==> src/rtl/cksys_pkg.sv <==
package cksys_pkg;
   // physical source indices, shared by source stage and channels
   localparam int SRC_LFXT  = 0;
   localparam int SRC_VLO   = 1;
   localparam int SRC_MOD   = 2;
   localparam int SRC_DCO   = 3;
   localparam int SRC_HFXT  = 4;
   localparam int SRC_LFMOD = 5;
   localparam int NSRC      = 6;
   localparam int NSRC_IN   = 5;

   // register addresses
   localparam int A_LOCK = 0;
   localparam int A_DCO  = 1;
   localparam int A_SEL  = 2;
   localparam int A_DIV  = 3;
   localparam int A_OSC  = 4;

   // channel indices and field offsets inside select/divider registers
   localparam int CH_MAIN = 0;
   localparam int CH_SUB  = 1;
   localparam int CH_AUX  = 2;
   localparam int NCH     = 3;

   function automatic int field_lo(input int ch);
      return (ch == CH_AUX) ? 0 : (ch == CH_MAIN) ? 4 : 8;
   endfunction
endpackage

==> src/rtl/cksys_regs.sv <==
module cksys_regs
   import cksys_pkg::*;
#(
   parameter int            DW      = 16,
   parameter int            AW      = 3,
   parameter int            SW      = 3,
   parameter logic [DW-1:0] KEY     = 16'hA55A,
   parameter logic [DW-1:0] LOCK_RD = 16'h9600
)(
   input  logic                   clk,
   input  logic                   rst_n,
   input  logic [AW-1:0]          addr,
   input  logic [DW-1:0]          wdata,
   input  logic                   we,
   output logic [DW-1:0]          rdata,
   output logic [NCH-1:0][SW-1:0] sel_f,
   output logic [NCH-1:0][SW-1:0] div_f,
   output logic                   lfxt_on,
   output logic                   hfxt_on,
   output logic                   dco_rsel,
   output logic [2:0]             dco_fsel
);
   localparam int MS_MAX  = SRC_HFXT;
   localparam int AUX_MAX = 2;

   initial assert (DW >= 12 && SW == 3) else $fatal(1, "cksys_regs: field layout needs DW>=12, SW==3");

   logic unlocked;

   always_ff @(posedge clk) begin
      if (!rst_n) begin
         unlocked         <= 1'b0;
         sel_f[CH_MAIN]   <= SW'(SRC_DCO);
         sel_f[CH_SUB]    <= SW'(SRC_DCO);
         sel_f[CH_AUX]    <= '0;
         div_f            <= '0;
         lfxt_on          <= 1'b1;
         hfxt_on          <= 1'b0;
         dco_rsel         <= 1'b0;
         dco_fsel         <= '0;
      end else if (we) begin
         if (addr == AW'(A_LOCK)) begin
            unlocked <= (wdata == KEY);
         end else if (unlocked) begin
            case (addr)
               AW'(A_DCO): begin
                  dco_fsel <= wdata[2:0];
                  dco_rsel <= wdata[4];
               end
               AW'(A_SEL): begin
                  for (int c = 0; c < NCH; c++) begin
                     if (int'(wdata[field_lo(c) +: SW]) <= ((c == CH_AUX) ? AUX_MAX : MS_MAX))
                        sel_f[c] <= wdata[field_lo(c) +: SW];
                  end
               end
               AW'(A_DIV): begin
                  for (int c = 0; c < NCH; c++)
                     div_f[c] <= wdata[field_lo(c) +: SW];
               end
               AW'(A_OSC): begin
                  lfxt_on <= wdata[0];
                  hfxt_on <= wdata[1];
               end
               default: ;
            endcase
         end
      end
   end

   always_comb begin
      rdata = '0;
      case (addr)
         AW'(A_LOCK): rdata = LOCK_RD;
         AW'(A_DCO):  rdata[4:0] = {dco_rsel, 1'b0, dco_fsel};
         AW'(A_SEL):  for (int c = 0; c < NCH; c++) rdata[field_lo(c) +: SW] = sel_f[c];
         AW'(A_DIV):  for (int c = 0; c < NCH; c++) rdata[field_lo(c) +: SW] = div_f[c];
         AW'(A_OSC):  rdata[1:0] = {hfxt_on, lfxt_on};
         default:     rdata = '0;
      endcase
   end

   // locked writes leave every configuration register unchanged
   p_locked_hold_r1: assert property (@(posedge clk) disable iff (!rst_n)
      (we && !unlocked && addr != AW'(A_LOCK)) |=>
         ($stable(sel_f) && $stable(div_f) && $stable({lfxt_on, hfxt_on, dco_rsel, dco_fsel})));

   // a non-key write to the lock register re-locks
   p_relock_r2: assert property (@(posedge clk) disable iff (!rst_n)
      (we && addr == AW'(A_LOCK) && wdata != KEY) |=> !unlocked);

   // an illegal main select code keeps the stored main field
   p_bad_main_sel_r6: assert property (@(posedge clk) disable iff (!rst_n)
      (we && addr == AW'(A_SEL) && int'(wdata[6:4]) > MS_MAX) |=> $stable(sel_f[CH_MAIN]));
endmodule

==> src/rtl/cksys_srcs.sv <==
module cksys_srcs
   import cksys_pkg::*;
#(
   parameter int LFMOD_DIV = 128
)(
   input  logic               clk,
   input  logic               rst_n,
   input  logic [NSRC_IN-1:0] src_lvl,
   input  logic               lfxt_on,
   input  logic               hfxt_on,
   output logic [NSRC-1:0]    tick,
   output logic [NSRC-1:0]    ok
);
   localparam int PRE_W = $clog2(LFMOD_DIV);

   initial assert (LFMOD_DIV >= 2) else $fatal(1, "cksys_srcs: prescale must be at least 2");

   logic [NSRC_IN-1:0] lvl_q;
   logic [NSRC_IN-1:0] rise;
   logic [PRE_W-1:0]   pcnt;
   logic               pre_term;

   assign rise     = src_lvl & ~lvl_q;
   assign pre_term = (pcnt == PRE_W'(LFMOD_DIV - 1));

   always_ff @(posedge clk) begin
      if (!rst_n) begin
         lvl_q <= '0;
         pcnt  <= '0;
      end else begin
         lvl_q <= src_lvl;
         if (rise[SRC_MOD]) pcnt <= pre_term ? '0 : pcnt + 1'b1;
      end
   end

   always_comb begin
      tick             = '0;
      tick[NSRC_IN-1:0] = rise;
      tick[SRC_LFMOD]  = rise[SRC_MOD] && pre_term;
      ok               = '1;
      ok[SRC_LFXT]     = lfxt_on;
      ok[SRC_HFXT]     = hfxt_on;
   end

   // the divided module-oscillator tick only coincides with a module edge
   p_lfmod_on_edge_r5: assert property (@(posedge clk) disable iff (!rst_n)
      tick[SRC_LFMOD] |-> tick[SRC_MOD]);
endmodule

==> src/rtl/cksys_chan.sv <==
module cksys_chan
   import cksys_pkg::*;
#(
   parameter bit IS_AUX    = 1'b0,
   parameter int SW        = 3,
   parameter int DIV_CODES = 6
)(
   input  logic            clk,
   input  logic            rst_n,
   input  logic [SW-1:0]   sel,
   input  logic [SW-1:0]   div,
   input  logic [NSRC-1:0] tick,
   input  logic [NSRC-1:0] ok,
   output logic            pulse
);
   localparam int CNT_W = DIV_CODES - 1;

   initial assert (DIV_CODES >= 2 && DIV_CODES <= (1 << SW))
      else $fatal(1, "cksys_chan: divider codes do not fit select width");

   logic [2:0]       phys;
   logic             sel_tick;
   logic             sel_ok;
   logic [SW-1:0]    act_div;
   logic [CNT_W-1:0] cnt;
   logic [CNT_W-1:0] lim;
   logic             term;

   if (IS_AUX) begin : g_aux_map
      always_comb begin
         case (sel)
            SW'(0):  phys = 3'(SRC_LFXT);
            SW'(1):  phys = 3'(SRC_VLO);
            default: phys = 3'(SRC_LFMOD);
         endcase
      end
   end else begin : g_full_map
      always_comb phys = (int'(sel) > SRC_HFXT) ? 3'(SRC_DCO) : 3'(sel);
   end

   assign sel_ok   = ok[phys];
   assign sel_tick = tick[phys] && sel_ok;
   assign lim      = (int'(act_div) >= DIV_CODES - 1) ? '1 : CNT_W'((32'd1 << act_div) - 32'd1);
   assign term     = (cnt >= lim);

   always_ff @(posedge clk) begin
      if (!rst_n) begin
         cnt     <= '0;
         act_div <= '0;
         pulse   <= 1'b0;
      end else begin
         pulse <= sel_tick && term;
         if (sel_tick) begin
            if (term) begin
               cnt     <= '0;
               act_div <= div;
            end else begin
               cnt <= cnt + 1'b1;
            end
         end
      end
   end

   // the active divider only moves at a terminal count
   p_div_at_term_r8: assert property (@(posedge clk) disable iff (!rst_n)
      !(sel_tick && term) |=> $stable(act_div));

   // a switched-off source yields no tick next cycle
   p_off_quiet_r9: assert property (@(posedge clk) disable iff (!rst_n)
      !sel_ok |=> !pulse);

   // ticks last one cycle
   p_one_cycle_r10: assert property (@(posedge clk) disable iff (!rst_n)
      pulse |=> !pulse);
endmodule

==> src/rtl/cksys_ctrl.sv <==
module cksys_ctrl
   import cksys_pkg::*;
#(
   parameter int            DW        = 16,
   parameter int            AW        = 3,
   parameter logic [DW-1:0] KEY       = 16'hA55A,
   parameter logic [DW-1:0] LOCK_RD   = 16'h9600,
   parameter int            LFMOD_DIV = 128,
   parameter int            DIV_CODES = 6
)(
   input  logic          clk,
   input  logic          rst_n,
   input  logic [AW-1:0] bus_addr,
   input  logic [DW-1:0] bus_wdata,
   input  logic          bus_we,
   output logic [DW-1:0] bus_rdata,
   input  logic          src_lfxt,
   input  logic          src_vlo,
   input  logic          src_mod,
   input  logic          src_dco,
   input  logic          src_hfxt,
   output logic          main_tick,
   output logic          sub_tick,
   output logic          aux_tick,
   output logic          lfxt_en,
   output logic          hfxt_en,
   output logic          dco_range,
   output logic [2:0]    dco_freq
);
   localparam int SW = 3;

   logic [NCH-1:0][SW-1:0] sel_f;
   logic [NCH-1:0][SW-1:0] div_f;
   logic [NSRC-1:0]        tick;
   logic [NSRC-1:0]        ok;
   logic [NCH-1:0]         pulses;

   cksys_regs #(.DW(DW), .AW(AW), .SW(SW), .KEY(KEY), .LOCK_RD(LOCK_RD)) i_regs (
      .clk(clk), .rst_n(rst_n), .addr(bus_addr), .wdata(bus_wdata), .we(bus_we),
      .rdata(bus_rdata), .sel_f(sel_f), .div_f(div_f), .lfxt_on(lfxt_en),
      .hfxt_on(hfxt_en), .dco_rsel(dco_range), .dco_fsel(dco_freq)
   );

   cksys_srcs #(.LFMOD_DIV(LFMOD_DIV)) i_srcs (
      .clk(clk), .rst_n(rst_n),
      .src_lvl({src_hfxt, src_dco, src_mod, src_vlo, src_lfxt}),
      .lfxt_on(lfxt_en), .hfxt_on(hfxt_en), .tick(tick), .ok(ok)
   );

   for (genvar c = 0; c < NCH; c++) begin : g_chan
      cksys_chan #(.IS_AUX(c == CH_AUX), .SW(SW), .DIV_CODES(DIV_CODES)) i_chan (
         .clk(clk), .rst_n(rst_n), .sel(sel_f[c]), .div(div_f[c]),
         .tick(tick), .ok(ok), .pulse(pulses[c])
      );
   end

   assign main_tick = pulses[CH_MAIN];
   assign sub_tick  = pulses[CH_SUB];
   assign aux_tick  = pulses[CH_AUX];
endmodule

==> config.mk <==
export PLATFORM = sky130hd
export DESIGN_NAME = cksys_ctrl
export DESIGN_NICKNAME = d
export VERILOG_FILES = /design/src/rtl/cksys_pkg.sv /design/src/rtl/cksys_regs.sv /design/src/rtl/cksys_srcs.sv /design/src/rtl/cksys_chan.sv /design/src/rtl/cksys_ctrl.sv
export SDC_FILE = /design/constraint.sdc
export NUM_CORES = 1
export LEC_CHECK = 0
export ABC_AREA = 1
export BUFFER_PORTS_ARGS = -buffer_cell sky130_fd_sc_hd__buf_2
export CAP_MARGIN = 20
export CORE_MARGIN = 5
export CORE_UTILIZATION = 60
export CTS_BUF_LIST = sky130_fd_sc_hd__clkbuf_4 sky130_fd_sc_hd__clkbuf_8
export DETAILED_ROUTE_END_ITERATION = 12
export GPL_TIMING_DRIVEN = 0
export PLACE_DENSITY = 0.93
export SLEW_MARGIN = 15
export SYNTH_ARGS = -nofsm -noshare
export SYNTH_HDL_FRONTEND = slang
export SYNTH_SLANG_ARGS = --single-unit
==> constraint.sdc <==
create_clock -name clk -period 5 [get_ports clk]
set_input_delay 0.5 -clock clk [delete_from_list [all_inputs] [get_ports clk]]
set_output_delay 0.5 -clock clk [all_outputs]
set_load 0.01 [all_outputs]
==> results.txt <==
----------------------------------------------------
[STA]
  Worst-case clock skew ... 0.00726 ns
  Worst Setup Slack, final ... between 2 and 2.5 ns
  Count of endpoints failing setup in the final report ... 0
  Period minus WS final ... 2.53 ns
  Total count of max-transition violations in the final report ... 0
  Fmax ... 0.395 GHz
  Unrepaired setup endpoints after global routing ... no
  Accumulated negative setup slack ... 0 ns
  Pin slew with the least headroom to its limit ... 0.607 ns
  Period utilization ... 0.506
  Hold Fails Final Rpt ... 0
  Worst slew margin relative to its limit ... 0.596

[Setup path]
  Required arrival time at the worst endpoint ... 5.27 ns
  Crit start category ... flip-flop
  Worst setup path category ... reg -> reg
  Critical path arrival ... around 2.8 ns
  Critical path endpoint category ... flip-flop
  Maximum fanout count along the critical path ... 6

[GRT]
  Number of global-route vias before repair ... roughly 3,500
  Pin count of the biggest net entering global routing ... 11
  Initial antenna violation count ... 0
  Wire length of the first global-routing pass ... 15.4 mm
  Total routing usage reported by global routing ... 0.253
  Aggregate global routing overflow ... 0

[Cells and area]
  Fraction of final layout cells sized beyond drive strength 1 ... 0.126
  Most common cell after layout, fill and taps aside ... sky130_fd_sc_hd__nand2_1
  Commonest non-fill, non-tap cells in the layout ... 128 x sky130_fd_sc_hd__nand2_1, 86 x sky130_fd_sc_hd__inv_1, 64 x sky130_fd_sc_hd__dfxtp_1
  Signed area change from the synthesized netlist to the final layout ... 13.7%
  Sequential cell area ... between 0.001 and 0.0015 sq mm
  Number of diodes added for antenna fixing ... 0
  Area of combinational cells with multiple inputs ... 0.00199 sq mm
  Total Nets Final ... 658
  FILL cells ... 507

[CTS]
  TritonCTS buffer count ... 9
  Worst skew pair latency ... 0.34 ns
  Clk slew on worst S/H paths ... 0.06 ns
  Cts repair resizes ... 0
  Maximum clock path buffer count ... 2
  TritonCTS clock tree ... done
  CTS Sinks ... between 60 and 70
  Clock Root Buffer ... sky130_fd_sc_hd__clkbuf_8
  Number of H-tree branching levels ... 3
  Post-CTS setup repair buffer count ... 0
  Number of hold-repair buffers added at the cts stage ... 0

[Run]
  Number of max-cap violations ... 0

[Placed design]
  Detailed placer's ending HPWL ... between 7 and 8 mm
  Input/output buffers ... 46
  Worst Setup Slack post-DPL ... 2.50 ns
  Weighted congestion reported at the end of routability-driven placement ... 0.946

[Detailed routing]
  Wire length reported by the detailed router ... 9.29 mm
  Number of violations reported at the end of detailed-routing iteration 0 ... 302
  Avg WL per Cell ... around 13 um
  Antenna Violating Nets Remaining ... 0
  Remaining design rule violation count ... 0
  Total number of vias ... between 3,000 and 4,000
  Number of optimization iterations in the first detailed-route pass ... 5
  Via density ... ~5.5

[Floorplan]
  Die Y-Extent ... between 80 and 90 um
  Die Footprint ... 0.00782 sq mm
  Placeable core area ... 0.00596 sq mm
  Total number of placement rows ... 28
  Top Ports ... 52
  Die boundary width ... 88.4 um
  Initial core utilization ... 0.620

[Logic synthesis]
  Number of warnings reported in the yosys synthesis log ... 0
  Synth Register Bits ... 64
  Largest cells by area after synthesis ... sky130_fd_sc_hd__dfxtp_1 35%, sky130_fd_sc_hd__nand2_1 13%, sky130_fd_sc_hd__inv_1 8.7%
  Share of synthesized area occupied by flip-flops and latches ... 0.347
  Netlist area before placement ... 0.00369 sq mm
  Number of library cell types mapped by synthesis ... 31
  Most area-hungry cell type in the Yosys netlist ... sky130_fd_sc_hd__dfxtp_1
  Area share of the largest cell type after synthesis ... 0.347
  Gate count after technology mapping ... 549
  Mapped Avg Cell Area ... 6.72 sq um

[Status]
  Status ... complete, no violations

[Worst hold path]
  Path type of the worst min-delay path ... in -> reg

[Power and ir drop]
  Maximum resistive drop on vdd ... between 0.0002 and 0.00025 V
  Ratio of total power to cell area ... 239 mW/mm^2
  Cell internal power dissipation ... approximately 0.00075 W
  Sw power ... 0.000252 W
  Portion of total power attributed to sequential cells ... 0.518
  Switching fraction of total power ... 0.251
  Leakage Power ... 2.06 nW
  Share of total power in the clock network ... 0.390
  Combinational Power Share ... 0.092

----------------------------------------------------
state kept, by name (all words and copies together), names as in the netlist:
name	flops
g_chan.i_chan.cnt	15
g_chan.i_chan.act_div	9
i_regs.div_f	9
i_regs.sel_f	9
i_srcs.pcnt	7
i_srcs.lvl_q	5
g_chan.i_chan.pulse	3
i_regs.dco_fsel	3
i_regs.dco_rsel	1
i_regs.hfxt_on	1
i_regs.lfxt_on	1
i_regs.unlocked	1
critical path: stages, from the launching register on:
cell and delay [ns]:
sky130_fd_sc_hd__dfxtp_1 0.35, sky130_fd_sc_hd__nor2_1 0.21, sky130_fd_sc_hd__nand2_1 0.09, sky130_fd_sc_hd__ha_1 0.25, sky130_fd_sc_hd__a21oi_1 0.16, sky130_fd_sc_hd__a21o_1 0.10
sky130_fd_sc_hd__inv_1 0.04, sky130_fd_sc_hd__ha_1 0.31, sky130_fd_sc_hd__nand2_1 0.08, sky130_fd_sc_hd__inv_1 0.06, sky130_fd_sc_hd__a21oi_1 0.14, sky130_fd_sc_hd__nand3_1 0.19
sky130_fd_sc_hd__nand3_1 0.24, sky130_fd_sc_hd__nand2_1 0.12, sky130_fd_sc_hd__nor2_1 0.13
final timing paths:
kind / start / to / slack (ns) / depth (start not counted)
max: g_chan[2].i_chan.act_div[2] / g_chan[2].i_chan.cnt[1] / 2.47 / 14
min: src_dco / i_srcs.lvl_q[3] / 0.36 / 3
max reg2reg: g_chan[2].i_chan.act_div[2] / g_chan[2].i_chan.cnt[1] / 2.47 / 14
min reg2reg: i_regs.sel_f[8] / i_regs.sel_f[8] / 0.49 / 2
power groups by stage:
stage	Sequential (W)	Clock, W	Combinational, W
6_report	0.000520	0.000391	0.0000927
5_1_grt	0.000520	0.000417	0.000103
4_1_cts	0.000520	0.000392	0.0000912
3_5_place_dp	0.000531	0	0.0000897
3_3_place_gp	0.000531	0	0.0000872
2_1_floorplan	0.000531	0	0.0000551
cells in the mapped netlist:
| cell type | count |
|---|---|
| sky130_fd_sc_hd__nand2_1 | 128 |
| sky130_fd_sc_hd__inv_1 | 86 |
| sky130_fd_sc_hd__dfxtp_1 | 64 |
| sky130_fd_sc_hd__nor2_1 | 56 |
| sky130_fd_sc_hd__a21oi_1 | 48 |
| sky130_fd_sc_hd__nand3_1 | 46 |
| sky130_fd_sc_hd__o21ai_0 | 32 |
| sky130_fd_sc_hd__ha_1 | 21 |
| sky130_fd_sc_hd__nand4_1 | 19 |
| sky130_fd_sc_hd__buf_4 | 7 |
| sky130_fd_sc_hd__clkbuf_1 | 6 |
| sky130_fd_sc_hd__o211ai_1 | 5 |
| sky130_fd_sc_hd__xnor2_1 | 5 |
| sky130_fd_sc_hd__nor3_1 | 3 |
| sky130_fd_sc_hd__xor2_1 | 3 |
| sky130_fd_sc_hd__a211oi_1 | 2 |
| sky130_fd_sc_hd__a22oi_1 | 2 |
| sky130_fd_sc_hd__nand3_2 | 2 |
| sky130_fd_sc_hd__nor4_1 | 2 |
| sky130_fd_sc_hd__a21o_1 | 1 |
| sky130_fd_sc_hd__a21oi_2 | 1 |
| sky130_fd_sc_hd__buf_12 | 1 |
| sky130_fd_sc_hd__clkinv_4 | 1 |
| sky130_fd_sc_hd__conb_1 | 1 |
| sky130_fd_sc_hd__inv_2 | 1 |
| sky130_fd_sc_hd__nand2_4 | 1 |
| sky130_fd_sc_hd__nand3_4 | 1 |
| sky130_fd_sc_hd__nor3_4 | 1 |
| sky130_fd_sc_hd__nor3b_1 | 1 |
| sky130_fd_sc_hd__o21ai_2 | 1 |
| sky130_fd_sc_hd__o221ai_1 | 1 |
layout make-up:
cell class	count	area share
clock buffer	13	0.0382
inverter	88	0.0800
multi-input combinational	387	0.475
sequential	64	0.305
tap	75	0.0224
timing repair buffer	46	0.0549
clock inverter	1	0.00119
buffer	14	0.0227
cells by family after synthesis:
kind of cell | count (synthesis) | share of synthesized area
DFF | 64 | 0.347
xor gates and xnor gates | 8 | 0.0190
AOI/OAI and AO/OA | 93 | 0.136
other | 1 | 0.00102
and+or+nand+nor | 260 | 0.309
adders and majority gates | 21 | 0.0712
buffers and inverters | 102 | 0.117
metal layers:
metal  GRT usage  up-vias  wire length, um  part of all wire
met1       0.300     1715             3800              0.41
met2       0.440      138             4540              0.49
met4      0.0975        0              250             0.027
li1            -     1898                -                 -
met3      0.0605       26              691             0.074
met5           0        -                0                 0
per-stage QoR:
stage	total power, W	std cells	hold WS (ns)	area (sq um)	util
2_1_floorplan	0.000586	553	0.433	3700	-
3_5_place_dp	0.000621	674	0.462	4030	0.676
3_3_place_gp	0.000618	674	0.457	4030	0.676
6_report	0.00100	688	0.362	4190	0.704
5_1_grt	0.00104	688	0.349	4190	0.704
4_1_cts	0.00100	688	0.346	4190	0.704
No activity file was read; power rests on OpenSTA's default activity.
